==> config.mk <==
export PLATFORM = sky130hd
export DESIGN_NAME = one_pulse_uplink_enc
export DESIGN_NICKNAME = d
export VERILOG_FILES = /design/src/rtl/upenc_pkg.sv /design/src/rtl/upenc_sync.sv /design/src/rtl/upenc_rise.sv /design/src/rtl/upenc_clk_div.sv /design/src/rtl/one_pulse_uplink_enc.sv
export SDC_FILE = /design/constraint.sdc
export NUM_CORES = 1
export LEC_CHECK = 0
export CAP_MARGIN = 20
export CORE_AREA = 3 3 40 42
export CTS_CLUSTER_SIZE = 25
export DETAILED_ROUTE_END_ITERATION = 7
export DIE_AREA = 0 0 43 45
export DONT_BUFFER_PORTS = 1
export PLACE_DENSITY = 0.6
export SETUP_SLACK_MARGIN = 0.4
export SLEW_MARGIN = 30
export SYNTH_ARGS = -nofsm -noshare
export SYNTH_HDL_FRONTEND = slang
export SYNTH_HIERARCHICAL = 1
export SYNTH_SLANG_ARGS = --single-unit
==> constraint.sdc <==
create_clock -name clk -period 1.22 [get_ports clk]
set_input_delay 0.122 -clock clk [delete_from_list [all_inputs] [get_ports clk]]
set_output_delay 0.122 -clock clk [all_outputs]
set_load 0.02 [all_outputs]
==> src/rtl/upenc_pkg.sv <==
package upenc_pkg;

    typedef enum logic [1:0] {
        PSRC_SYS  = 2'b00,
        PSRC_DIV  = 2'b01,
        PSRC_EXT  = 2'b10,
        PSRC_RSVD = 2'b11
    } psrc_e;

    // Bit positions inside the synchronized input vector
    localparam int IDX_DCLK = 0;
    localparam int IDX_DATA = 1;
    localparam int IDX_EXT  = 2;
    localparam int N_ASYNC  = 3;

    typedef struct packed {
        logic       act;   // pulse currently driven
        logic       req;   // one waiting for a pulse-clock tick
        logic       ovr;   // sticky lost-request flag
        logic [1:0] sel;   // select seen last cycle
    } enc_state_t;

endpackage

==> src/rtl/upenc_sync.sv <==
module upenc_sync #(
    parameter int WIDTH  = 3,
    parameter int STAGES = 2
) (
    input  logic             clk,
    input  logic             rst,
    input  logic [WIDTH-1:0] async_i,
    output logic [WIDTH-1:0] sync_o
);
    localparam int CHAIN = (STAGES < 2) ? 2 : STAGES;

    logic [CHAIN-1:0][WIDTH-1:0] chain_d, chain_q;

    always_comb begin
        chain_d[0] = async_i;
        for (int i = 1; i < CHAIN; i++) begin
            chain_d[i] = chain_q[i-1];
        end
        if (rst) begin
            chain_d = '0;
        end
    end

    always_ff @(posedge clk) begin
        chain_q <= chain_d;
    end

    assign sync_o = chain_q[CHAIN-1];
endmodule

==> src/rtl/upenc_rise.sv <==
module upenc_rise #(
    parameter int WIDTH = 2
) (
    input  logic             clk,
    input  logic             rst,
    input  logic [WIDTH-1:0] lvl_i,
    output logic [WIDTH-1:0] rise_o
);
    logic [WIDTH-1:0] last_d, last_q;

    always_comb begin
        last_d = rst ? '0 : lvl_i;
    end

    always_ff @(posedge clk) begin
        last_q <= last_d;
    end

    generate
        for (genvar g = 0; g < WIDTH; g++) begin : g_rise
            assign rise_o[g] = lvl_i[g] & ~last_q[g];
        end
    endgenerate
endmodule

==> src/rtl/upenc_clk_div.sv <==
module upenc_clk_div #(
    parameter int DIV_RATIO = 4
) (
    input  logic clk,
    input  logic rst,
    output logic clk_o,
    output logic tick_o
);
    localparam int CNT_W = (DIV_RATIO > 2) ? $clog2(DIV_RATIO) : 1;
    localparam logic [CNT_W-1:0] LAST = CNT_W'(DIV_RATIO - 1);
    localparam logic [CNT_W-1:0] HALF = CNT_W'(DIV_RATIO / 2);

    logic [CNT_W-1:0] cnt_d, cnt_q;

    always_comb begin
        if (rst || cnt_q == LAST) begin
            cnt_d = '0;
        end else begin
            cnt_d = cnt_q + 1'b1;
        end
    end

    always_ff @(posedge clk) begin
        cnt_q <= cnt_d;
    end

    assign clk_o  = (cnt_q < HALF);
    assign tick_o = (cnt_q == LAST);
endmodule

==> src/rtl/one_pulse_uplink_enc.sv <==
module one_pulse_uplink_enc
    import upenc_pkg::*;
#(
    parameter int SYNC_STAGES = 2,
    parameter int DIV_RATIO   = 4
) (
    input  logic       clk,
    input  logic       rst,
    input  logic       data_clk_i,
    input  logic       data_i,
    input  logic       ext_pclk_i,
    input  logic [1:0] src_sel_i,
    output logic       clk_div_o,
    output logic       enc_o,
    output logic       overrun_o
);
    logic [N_ASYNC-1:0] raw_vec, sync_vec;
    logic [1:0]         rise_vec;
    logic               div_tick;
    logic               sample_one, ptick, req_left;
    enc_state_t         st_d, st_q;

    assign raw_vec[IDX_DCLK] = data_clk_i;
    assign raw_vec[IDX_DATA] = data_i;
    assign raw_vec[IDX_EXT]  = ext_pclk_i;

    upenc_sync #(.WIDTH(N_ASYNC), .STAGES(SYNC_STAGES)) sync_i (
        .clk    (clk),
        .rst    (rst),
        .async_i(raw_vec),
        .sync_o (sync_vec)
    );

    upenc_rise #(.WIDTH(2)) rise_i (
        .clk   (clk),
        .rst   (rst),
        .lvl_i ({sync_vec[IDX_EXT], sync_vec[IDX_DCLK]}),
        .rise_o(rise_vec)
    );

    upenc_clk_div #(.DIV_RATIO(DIV_RATIO)) div_i (
        .clk   (clk),
        .rst   (rst),
        .clk_o (clk_div_o),
        .tick_o(div_tick)
    );

    assign sample_one = rise_vec[0] & sync_vec[IDX_DATA];

    always_comb begin
        case (psrc_e'(src_sel_i))
            PSRC_DIV: ptick = div_tick;
            PSRC_EXT: ptick = rise_vec[1];
            default:  ptick = 1'b1;
        endcase
    end

    always_comb begin
        st_d     = st_q;
        req_left = st_q.req;
        st_d.sel = src_sel_i;
        if (src_sel_i != st_q.sel) begin
            st_d.act = 1'b0;
            st_d.req = 1'b0;
        end else begin
            if (ptick) begin
                if (st_q.act) begin
                    st_d.act = 1'b0;
                end else if (st_q.req) begin
                    st_d.act = 1'b1;
                    req_left = 1'b0;
                end
            end
            st_d.req = req_left;
            if (sample_one) begin
                if (req_left) begin
                    st_d.ovr = 1'b1;
                end else begin
                    st_d.req = 1'b1;
                end
            end
        end
        if (rst) begin
            st_d     = '0;
            st_d.sel = src_sel_i;
        end
    end

    always_ff @(posedge clk) begin
        st_q <= st_d;
    end

    assign enc_o     = st_q.act;
    assign overrun_o = st_q.ovr;
endmodule

* After elaboration in Yosys (flattened, before gate mapping) *
Index checks and enable logic that the tools add are counted.

word-level totals
  flip-flop bits (word level) = 15
  bits of input ports = 7
  output and inout bits = 3
  logic and storage cells = 31

operators by class
  add/subtract/negate cells = 1
  order comparisons = 1
  equality and inequality tests = 4
  multiplexer cells = 8
  bitwise logic cells = 6
  reductions and logical operators = 3

operators with widths
  cell                   number
  $mux W1                6
  $eq A2 B2 Y1 const B   2
  $and A1 B1 Y1          3
  $not A1 Y1             3
  $reduce_and A3 Y1      1
  $add A2 B1 Y2 const B  1
  $eq A2 B1 Y1 const B   1
  $lt A2 B2 Y1 const B   1
  $mux W2                1
  $ne A2 B2 Y1           1
  $pmux W1 S2            1
  $reduce_or A2 Y1       1
  $logic_or A1 B1 Y1     1

* Depth between registers and ports, before layout *
Gate-level depths: netlist of the first run.

  word-level depth = 7
  depth in mapped cells = 5
  gate-level depth less buffers = 5

* Hierarchy *
Netlist of the first run, hierarchy kept.

by module, submodules not included
  module                instances  cells each  area an instance (µm²)  sequential area each (µm²)
  one_pulse_uplink_enc  1          21          227.7                   100.1
  upenc_sync            1          15          180.2                   120.1
  upenc_clk_div         1          6           78.8                    40.0
  upenc_rise            1          6           70.1                    40.0

* Least setup slack after synthesis of the first run *
Ideal clock, no wire load.

  path kind = register -> register
  from = register sync_i.chain_q (netlist bit sync_i/sync_o[2])
  to = register st_q (netlist bit overrun_o)
  setup time = 0.088 ns
  arrival time = 1.184 ns
  required time = 1.132 ns
  slack = -0.052 ns
  cell stages (with the launch flop) = 6
  path buffers = 1
  period minus slack after synthesis = 1.272 ns
  cells stage by stage = dfxtp_1 > buf_4 > nor2b_2 > a221oi_2 > o21ai_1 > o32ai_2

between the ends
  word-level cells in the longest chain between the ends = 5

ends and longest elaborated chain
  what                         line                        source
  start: declaration           upenc_sync.sv:12            logic [CHAIN-1:0][WIDTH-1:0] chain_d, chain_q;
  start signal: assignment     upenc_sync.sv:25            chain_q <= chain_d;
  $and A1 B1 Y1                upenc_rise.sv:21            assign rise_o[g] = lvl_i[g] & ~last_q[g];
  named net rise_vec[1]        one_pulse_uplink_enc.sv:18  logic [1:0] rise_vec;
  $pmux W1 S2                  one_pulse_uplink_enc.sv:51  case (psrc_e'(src_sel_i))
  $mux W1                      one_pulse_uplink_enc.sv:66  if (ptick) begin
  $mux W1                      one_pulse_uplink_enc.sv:62  if (src_sel_i != st_q.sel) begin
  $reduce_and A3 Y1 (no line)  n/a
  end signal: assignment       one_pulse_uplink_enc.sv:90  st_q <= st_d;
  end: declaration             one_pulse_uplink_enc.sv:21  enc_state_t st_d, st_q;

The timed path passes the listed nets, and every way through them passes these cells. The select of a mux whose other input is x is not followed.
A chain may end at the register's enable or synchronous reset.

* Final worst setup path of the first run *
  from = register div_i.cnt_q[0]
  to = register st_q (netlist bit enc_o)

between the ends
  word-level cells in the longest chain between the ends = 2

ends and longest elaborated chain
  what                      line                        source
  start: declaration        upenc_clk_div.sv:13         logic [CNT_W-1:0] cnt_d, cnt_q;
  start signal: assignment  upenc_clk_div.sv:24         cnt_q <= cnt_d;
  $eq A2 B2 Y1              upenc_clk_div.sv:28         assign tick_o = (cnt_q == LAST);
  named net div_tick        one_pulse_uplink_enc.sv:19  logic div_tick;
  $pmux W1 S2               one_pulse_uplink_enc.sv:51

The timed path passes the listed nets, and every way through them passes these cells.

==> results of run 1 <==
cell type report:
type / count / share of cell area (%)
multi-input cells: 26 / 35.33
clock buffers: 4 / 3.602
flip-flops and latches: 15 / 43.05
inverters: 4 / 2.744
repair buffers: 9 / 12.69
well taps: 15 / 2.573
final timing paths:
| kind | to | slack (ps) | depth (start not counted) |
|---|---|---|---|
| worst max-delay path | enc_o$_SDFFE_PP0N_ | 40 | 4 |
| worst max register to register | enc_o$_SDFFE_PP0N_ | 40 | 4 |
| worst min register to register | sync_i/sync_o[1]$_SDFF_PP0_ | 440 | 1 |
| worst min-delay path | st_q[3]$_SDFF_PP0_ | 40 | 2 |
sequential cells by signal, indices dropped and copies added (netlist names):
name,cells
rise_i/last_q,2
sync_i/sync_o,3
st_q,3
div_i/cnt_q,2
sync_i/chain_q,3
enc_o,1
overrun_o,1
power by group:
part | total, mW | switching [mW] | leakage [nW] | internal, mW
Combinational | 0.126 | 0.0516 | 0.145 | 0.0748
Sequential | 0.525 | 0.0138 | 0.126 | 0.511
Clock | 0.271 | 0.144 | 0.0150 | 0.127
Total | 0.922 | 0.209 | 0.286 | 0.712
kinds of logic after synthesis:
logic type,Yosys count
simple gates,16
flops,15
buf+inv,7
compound gates,5
fa+ha+maj,3
xor+xnor,2
cell usage in the layout (no fill, tap or decap):
master and instances:
dfxtp_2 2, a221oi_4 1, clkbuf_1 1, buf_6 2
ha_1 2, nor2b_1 8, dfxtp_4 3, nor3_4 1
o32ai_2 1, nor3b_2 1, nor2b_4 1, inv_6 1
or3b_1 1, dfxtp_1 10, ha_4 1, a21oi_1 2
inv_1 3, dlygate4sd3_1 5, dlymetal6s4s_1 1, xor2_1 2
or3_4 1, clkbuf_4 3, nor2b_2 1, buf_4 1
o21ai_2 1, nand2_1 2
repair_timing:
action	CTS	global route
hold endpoints to repair	13	0
setup buffers	2	1
resized for setup	7	8
hold buffers	6	0
pin swaps	6	2
endpoints found under the setup margin	6	16
metal layers:
layer	wire (um)	GRT usage [%]	vias up
li1	-	-	173
met1	352	12.07	157
met2	433	16.77	8
met3	74	5.179	2
met4	10	9.036	0
met5	0	0	-
==> impl_metrics.yaml, run 1 <==
finish:
  multi_input_area_um2: 257.7
  nFillCells: 117
  antenna_cells: 0
  postLayoutCellArea_um2: 729.5
  drive_gt1_share_pct: 36.21
  fin_cells: 73
  fin_util_pct: 56.77
  syn_to_final_growth_pct: 31.01
  layout.nets: 69
  seqCellArea_um2: 314.1
global_route:
  grt_pass1_vias: 348
  grt_pass1_wl_um: 1490
  grt_max_degree: 12
  grt.total_usage_pct: 11.16
  gr-total-overflow: 0
  antenna_found_initial: 0
logic_synthesis:
  ys_seq_area_share_pct: 53.93
  yosysWarnings: 6
  yosys_register_bits: 15
  synth.distinct_cells: 16
  synth_area_leaders: "dfxtp_1, nor2b_1, ha_1"
  synth_top_family_by_area: "simple AND/OR/NAND/NOR gates"
  yosysTopAreaCellShare_pct: 53.93
  synthesis.area_um2: 556.8
  synth_ff_type: "dfxtp_1"
  synth_most_common_cell: "dfxtp_1"
  synth_top_cell_by_area: "dfxtp_1"
  synth_xor_area_share_pct: 3.146
  syn-num-nets: 58
  synthMuxAreaShare_pct: 0
  synth-edff-count: 0
  synth-async-reset-ratio_pct: 0
  synth-adder-area-share_pct: 6.742
  synth_common_cells: "dfxtp_1, nor2b_1, inv_1"
  avgSynthCellArea_um2: 11.60
  synth-simple-area-share_pct: 21.12
  synth_cells: 48
  synth_compound_area_share_pct: 8.315
timing:
  drv_slew: 0
  fmax_mhz: 846.3
  rsz0062_at_grt: "true"
  hold_violations: 0
  tns_ps: 0
  tightest_slew_ps: 531.2
  maxSlewHeadroom_pct: 64.59
  setup_ws_ps: 38.33
  hold_ws_ps: 41.10
  clock-skew-final_ps: 0.7379
  period_minus_slack_ps: 1182
  finalSetupViolCount: 0
  finalCritPeriodShare_pct: 96.86
clock_network:
  cts_tree: "built"
  cts_sinks: 15
  path_clk_slew_ps: 80
  numCtsBuffers: 3
  cts-root-buf: "clkbuf_4"
  clock_path_buffers: 2
  htree_num_levels: 1
  clk_latency_ps: 270
floorplan:
  die_w_um: 43
  core-area_mm2: 0.001285
  initial_utilization_pct: 43.33
  fp.dieH_um: 45
  io_pins: 10
  rows: 13
  dieArea_mm2: 0.001935
place:
  post-dp-hpwl_um: 525.7
  placed_area_um2: 573.1
  post-place-ws_ps: 19.67
  io_buffers: 0
  dp_cells: 60
  finalWeightedCongestion: 0.6367
flow_run:
  drv_cap: 0
drt:
  first_iter_violations: 2
  vias_per_cell: 4.658
  ant_nets: 0
  vias: 340
  avgRoutedWirePerCell_um: 11.95
  first_pass_iters: 2
  wirelength_um: 872
  drc: 0
worst_hold_path:
  hp-class: "primary input to register"
  hold_start: "rst"
critical_path:
  startpoint_type: "register"
  cp_num_buf_inv: 0
  arrival_ps: 1380
  crit_fanout: 3
  crit_path_max_incr_delay_ps: 360
  criticalPathCategory: "register to register"
  reg2reg_from: "div_i/cnt_q[0]$_SDFF_PP0_"
  startpoint: "div_i/cnt_q[0]$_SDFF_PP0_"
  cp_cell_sequence: "ha_4 -> a221oi_4 -> or3b_1 -> a21oi_1"
  cp.required_ps: 1410
  critPathTopFamily: "flip-flops"
  cp_slowest_cell: "dfxtp_2"
  endpoint_kind: "register"
power_and_ir_drop:
  vdd_ir_drop_max_mv: 0.8643
  total_power_mw: 0.9217
  p_per_area_mw_per_mm2: 1264
  leakagePower_nw: 0.2862
run_status:
  outcome: "finished clean"
Power figures use the tool's default switching activity.
==> run 2, diff against run 1 <==
--- a/config.mk
+++ b/config.mk
@@ -6,12 +6,12 @@
 export NUM_CORES = 1
 export LEC_CHECK = 0
 export CAP_MARGIN = 20
-export CORE_AREA = 3 3 40 42
+export CORE_MARGIN = 3
+export CORE_UTILIZATION = 40
 export CTS_CLUSTER_SIZE = 25
 export DETAILED_ROUTE_END_ITERATION = 7
-export DIE_AREA = 0 0 43 45
 export DONT_BUFFER_PORTS = 1
-export PLACE_DENSITY = 0.6
+export PLACE_DENSITY = 0.58
 export SETUP_SLACK_MARGIN = 0.4
 export SLEW_MARGIN = 30
 export SYNTH_ARGS = -nofsm -noshare
==> impl_metrics.yaml, run 2 (synthesized netlist as in run 1, its figures left out) <==
worst_hold_path:
  hp-class: "primary input to register"
timing:
  period_minus_slack_ps: 1159
  tightest_slew_ps: 453.6
  finalSetupViolCount: 0
  setup_ws_ps: 60.83
  hold_violations: 0
  fmax_mhz: 862.7
  finalCritPeriodShare_pct: 95.01
  maxSlewHeadroom_pct: 69.76
  clock-skew-final_ps: 2.488
  drv_slew: 0
  tns_ps: 0
  rsz0062_at_grt: "true"
critical_path:
  crit_fanout: 3
  reg2reg_from: "st_q[0]$_DFF_P_"
  endpoint_kind: "register"
  startpoint_type: "register"
  regToRegSetupSlack_ps: 60
  arrival_ps: 1360
  r2r-end: "overrun_o$_SDFFE_PP0P_"
  crit_end: "overrun_o$_SDFFE_PP0P_"
  criticalPathCategory: "register to register"
  reg2reg_depth: 3
  startpoint: "st_q[0]$_DFF_P_"
  cp.required_ps: 1420
global_route:
  grt_pass1_wl_um: 1449
  grt_pass1_vias: 348
  grt_max_degree: 12
  antenna_found_initial: 0
  gr-total-overflow: 0
  grt.total_usage_pct: 11.12
power_and_ir_drop:
  leakagePower_nw: 0.2840
  vdd_ir_drop_max_mv: 0.6925
  p_per_area_mw_per_mm2: 1278
drt:
  first_pass_iters: 2
  ant_nets: 0
  drt-met1-wl_um: 390
  met2_length_um: 370
  first_iter_violations: 5
  drc: 0
  avgRoutedWirePerCell_um: 11.43
  top_layer: "met4"
  vias: 339
  wl_met3_um: 45
  vias_per_cell: 4.708
  wirelength_um: 823
clock_network:
  path_clk_slew_ps: 90
  cts_tree: "built"
  clk_latency_ps: 280
  clock_path_buffers: 2
  numCtsBuffers: 3
  cts_sinks: 15
  htree_num_levels: 1
  cts-root-buf: "clkbuf_4"
floorplan:
  dieArea_mm2: 0.001876
  initial_utilization_pct: 46.35
  fp.dieH_um: 43.31
  die_w_um: 43.31
  rows: 12
  io_pins: 10
  core-area_mm2: 0.001201
finish:
  antenna_cells: 0
  postLayoutCellArea_um2: 711.9
  syn_to_final_growth_pct: 27.87
  nFillCells: 114
  drive_gt1_share_pct: 37.93
  fin_cells: 72
  most-common-layout-cells: "dfxtp_1, nor2b_1, dlygate4sd3_1"
  final_common_cell: "dfxtp_1"
  layout.nets: 69
place:
  post-dp-hpwl_um: 491.5
  dp_cells: 59
  post-place-ws_ps: 17.35
  finalWeightedCongestion: 0.6152
  io_buffers: 0
  placed_area_um2: 571.8
flow_run:
  drv_cap: 0
run_status:
  outcome: "finished clean"
[run 2: worst min path at each step]
stage / from / end / slack (ps) / cells after the start
3_3_place_gp: src_sel_i[1] / st_q[1]$_DFF_P_ / 150 / 0
4_1_cts: rst / enc_o$_SDFFE_PP0N_ / 20 / 2
5_1_grt: rst / enc_o$_SDFFE_PP0N_ / 3 / 2
2_1_floorplan: src_sel_i[0] / st_q[0]$_DFF_P_ / 150 / 0
3_5_place_dp: src_sel_i[0] / st_q[0]$_DFF_P_ / 150 / 0
6_report: rst / enc_o$_SDFFE_PP0N_ / 20 / 2
[run 2: what timing repair did]
item / in CTS / in global routing
endpoints found under the setup margin: 6 / 16
endpoints found under the hold margin: 13 / 0
hold buffers: 6 / 0
resized for setup: 6 / 3
pin swaps: 3 / 2
setup buffers: 2 / 1
gates cloned: 0 / 0
[run 2: area by class of cell]
class / instances / area (um2) / share of cell area [%]
Multi-Input combinational cell: 26 / 255.2 / 35.85
Clock buffer: 3 / 22.52 / 3.163
Inverter: 4 / 15.01 / 2.109
Clock inverter: 1 / 5.005 / 0.7030
Sequential cell: 15 / 307.8 / 43.23
Tap cell: 14 / 17.52 / 2.460
Timing Repair Buffer: 9 / 88.84 / 12.48
[run 2: worst max-delay path, cell delays in order (launching register included)]
cell     delay (ps)
dfxtp_1         310
xor2_1          130
or3_4           380
o32ai_2         250
[run 2: power breakdown]
group	leakage, nW	internal [mW]	switching, mW
logic	0.141	0.0633	0.0439
registers	0.125	0.513	0.0135
clock network	0.0177	0.122	0.155
[run 2: through the flow]
step,hold WS [ps],power [mW],utilization [%]
after floorplan,149.7,0.5992,-
after global placement,149.9,0.6021,47.60
after detailed placement,149.9,0.6036,47.60
after CTS,16.10,0.9139,57.81
after global routing,2.872,0.9680,59.27
final,17.57,0.9097,59.27
[run 2: per-layer routing]
layer | vias to the layer above | global-route usage, %
met5 | - | 0
met4 | 0 | 7.229
met3 | 2 | 5.508
met2 | 10 | 15.34
met1 | 152 | 13.49
li1 | 175 | -
==> run 3, diff against run 2 <==
--- a/config.mk
+++ b/config.mk
@@ -5,6 +5,7 @@
 export SDC_FILE = /design/constraint.sdc
 export NUM_CORES = 1
 export LEC_CHECK = 0
+export ABC_AREA = 1
 export CAP_MARGIN = 20
 export CORE_MARGIN = 3
 export CORE_UTILIZATION = 40
==> impl_metrics.yaml, run 3 <==
run_status:
  outcome: "finished clean"
clock_network:
  htree_num_levels: 1
  cts-root-buf: "clkbuf_4"
  cts_tree: "built"
  clock_path_buffers: 2
  clk_latency_ps: 280
  path_clk_slew_ps: 80
  cts_sinks: 15
  numCtsBuffers: 3
worst_hold_path:
  hp-class: "primary input to register"
  min_to: "enc_o$_SDFFE_PP0N_"
  hold_start: "rst"
  min_path_cells: 2
drt:
  wirelength_um: 946
  vias_per_cell: 4.282
  avgRoutedWirePerCell_um: 9.184
  ant_nets: 0
  first_pass_iters: 3
  vias: 441
  first_iter_violations: 1
  drc: 0
place:
  finalWeightedCongestion: 0.6373
  post-dp-hpwl_um: 580.8
  placed_area_um2: 599.3
  post-place-ws_ps: 168.8
  io_buffers: 0
timing:
  setup_ws_ps: 172.3
  drv_slew: 0
  maxSlewHeadroom_pct: 76.63
  hold_ws_ps: 32.98
  finalCritPeriodShare_pct: 85.88
  clock-skew-final_ps: 1.415
  finalSetupViolCount: 0
  period_minus_slack_ps: 1048
  rsz0062_at_grt: "true"
  hold_violations: 0
  tns_ps: 0
  fmax_mhz: 954.4
  tightest_slew_ps: 350.5
finish:
  syn_to_final_growth_pct: 30.72
  drive_gt1_share_pct: 34.09
  layout.nets: 99
  most-common-layout-cells: "inv_1, nor2_1, dfxtp_1"
  nFillCells: 132
  multi_input_area_um2: 251.5
  fin_util_pct: 57.18
  final_common_cell: "inv_1"
  antenna_cells: 0
  postLayoutCellArea_um2: 772.0
  seqCellArea_um2: 307.8
floorplan:
  core-area_mm2: 0.001350
  initial_utilization_pct: 43.74
  rows: 13
  dieArea_mm2: 0.001974
  die_w_um: 44.43
  io_pins: 10
  fp.dieH_um: 44.43
critical_path:
  criticalPathCategory: "register to register"
  regToRegSetupSlack_ps: 170
  reg2reg_depth: 7
  startpoint_type: "register"
  endpoint_kind: "register"
  cp_num_buf_inv: 0
  crit_fanout: 3
  reg2reg_from: "div_i/cnt_q[1]$_SDFF_PP0_"
  crit_path_max_incr_delay_ps: 340
  critPathTopFamily: "flip-flops"
  cp.required_ps: 1400
  cp_cell_sequence: "ha_4 -> nand2_4 -> nand3_2 -> nand2_2 -> nand2_2 -> a21oi_2 -> nor2_1"
  arrival_ps: 1230
  r2r-end: "st_q[3]$_SDFF_PP0_"
  cp_slowest_cell: "dfxtp_2"
  path_common_cell: "nand2_2"
logic_synthesis:
  synth_area_leaders: "dfxtp_1, inv_1, nand2_1"
  ys_seq_area_share_pct: 50.85
  yosysTopAreaCellShare_pct: 50.85
  synth_most_common_cell: "inv_1"
  yosysWarnings: 6
  avgSynthCellArea_um2: 7.670
  synth_ff_type: "dfxtp_1"
  syn-num-nets: 87
  synth_cells: 77
  yosys_register_bits: 15
  synth_top_cell_by_area: "dfxtp_1"
  synth-edff-count: 0
  synth-async-reset-ratio_pct: 0
  synth_common_cells: "inv_1, dfxtp_1, nand2_1"
  synth.distinct_cells: 13
  synthesis.area_um2: 590.6
power_and_ir_drop:
  leakagePower_nw: 0.3830
  p_per_area_mw_per_mm2: 1172
  vdd_ir_drop_max_mv: 0.7398
global_route:
  grt.total_usage_pct: 10.49
  gr-total-overflow: 0
  grt_max_degree: 11
  antenna_found_initial: 0
  grt_pass1_wl_um: 1435
  grt_pass1_vias: 391
flow_run:
  drv_cap: 0
## run 3: cell families (layout without fill, tap and decap cells)
family	count (synthesis)	in the layout	synth area share, %
flip-flops	15	15	50.85
adder cells (fa/ha/maj)	3	3	6.357
AO/OA/AOI/OAI	3	3	3.178
AND/OR/NAND/NOR	34	34	23.73
buffers and inverters	22	33	15.89
## run 3: worst max path at each step
| stage | to | slack [ps] | start | cells after the start |
|---|---|---|---|---|
| after floorplan | st_q[3]$_SDFF_PP0_ | 220 | sync_i/sync_o[2]$_SDFF_PP0_ | 9 |
| after global placement | st_q[3]$_SDFF_PP0_ | 190 | div_i/cnt_q[0]$_SDFF_PP0_ | 7 |
| after detailed placement | st_q[3]$_SDFF_PP0_ | 170 | div_i/cnt_q[0]$_SDFF_PP0_ | 7 |
| after CTS | st_q[3]$_SDFF_PP0_ | 220 | div_i/cnt_q[0]$_SDFF_PP0_ | 7 |
| after global routing | st_q[3]$_SDFF_PP0_ | 130 | div_i/cnt_q[1]$_SDFF_PP0_ | 7 |
| final | st_q[3]$_SDFF_PP0_ | 170 | div_i/cnt_q[1]$_SDFF_PP0_ | 7 |
## run 3: layout make-up
cell class / count / share of cell area [%]
Clock buffer: 4 / 3.404
Multi-Input combinational cell: 40 / 32.58
Inverter: 19 / 9.238
Timing Repair Buffer: 10 / 12.48
Sequential cell: 15 / 39.87
Tap cell: 15 / 2.431
## run 3: worst register-to-register path: cells and delay by family (launching register included)
family / cells / cell delay (ps)
compound gates: 1 / 110
flops: 1 / 340
simple gates: 5 / 340
fa+ha+maj: 1 / 160
## run 3: what timing repair did
item / CTS / global route
hold buffers: 6 / 0
pin swaps: 4 / 8
buffers inserted: 2 / 1
endpoints found under the setup margin: 6 / 11
hold endpoints to repair: 12 / 0
resized for setup: 9 / 13
## run 3: metrics by stage
| stage | cells | power (mW) |
|---|---|---|
| after floorplan | 77 | 0.5898 |
| after global routing | 103 | 0.9573 |
| final | 103 | 0.9045 |
| after detailed placement | 90 | 0.5957 |
| after global placement | 90 | 0.5928 |
| after CTS | 102 | 0.9079 |
## run 3: metal layers
layer  up-vias  global-route usage (%)  share of wire, %
li1        242                       -                 -
met1       188                   11.97                46
met2         9                   15.99                47
met3         2                   2.846               5.3
met4         0                   9.036               1.6
met5         -                       0                 0
## run 3: report_power, final
part           switching, mW  total, mW  internal [mW]
combinational         0.0531      0.100         0.0469
sequential            0.0142      0.529          0.515
clock                  0.149      0.276          0.127
total                  0.216      0.905          0.689
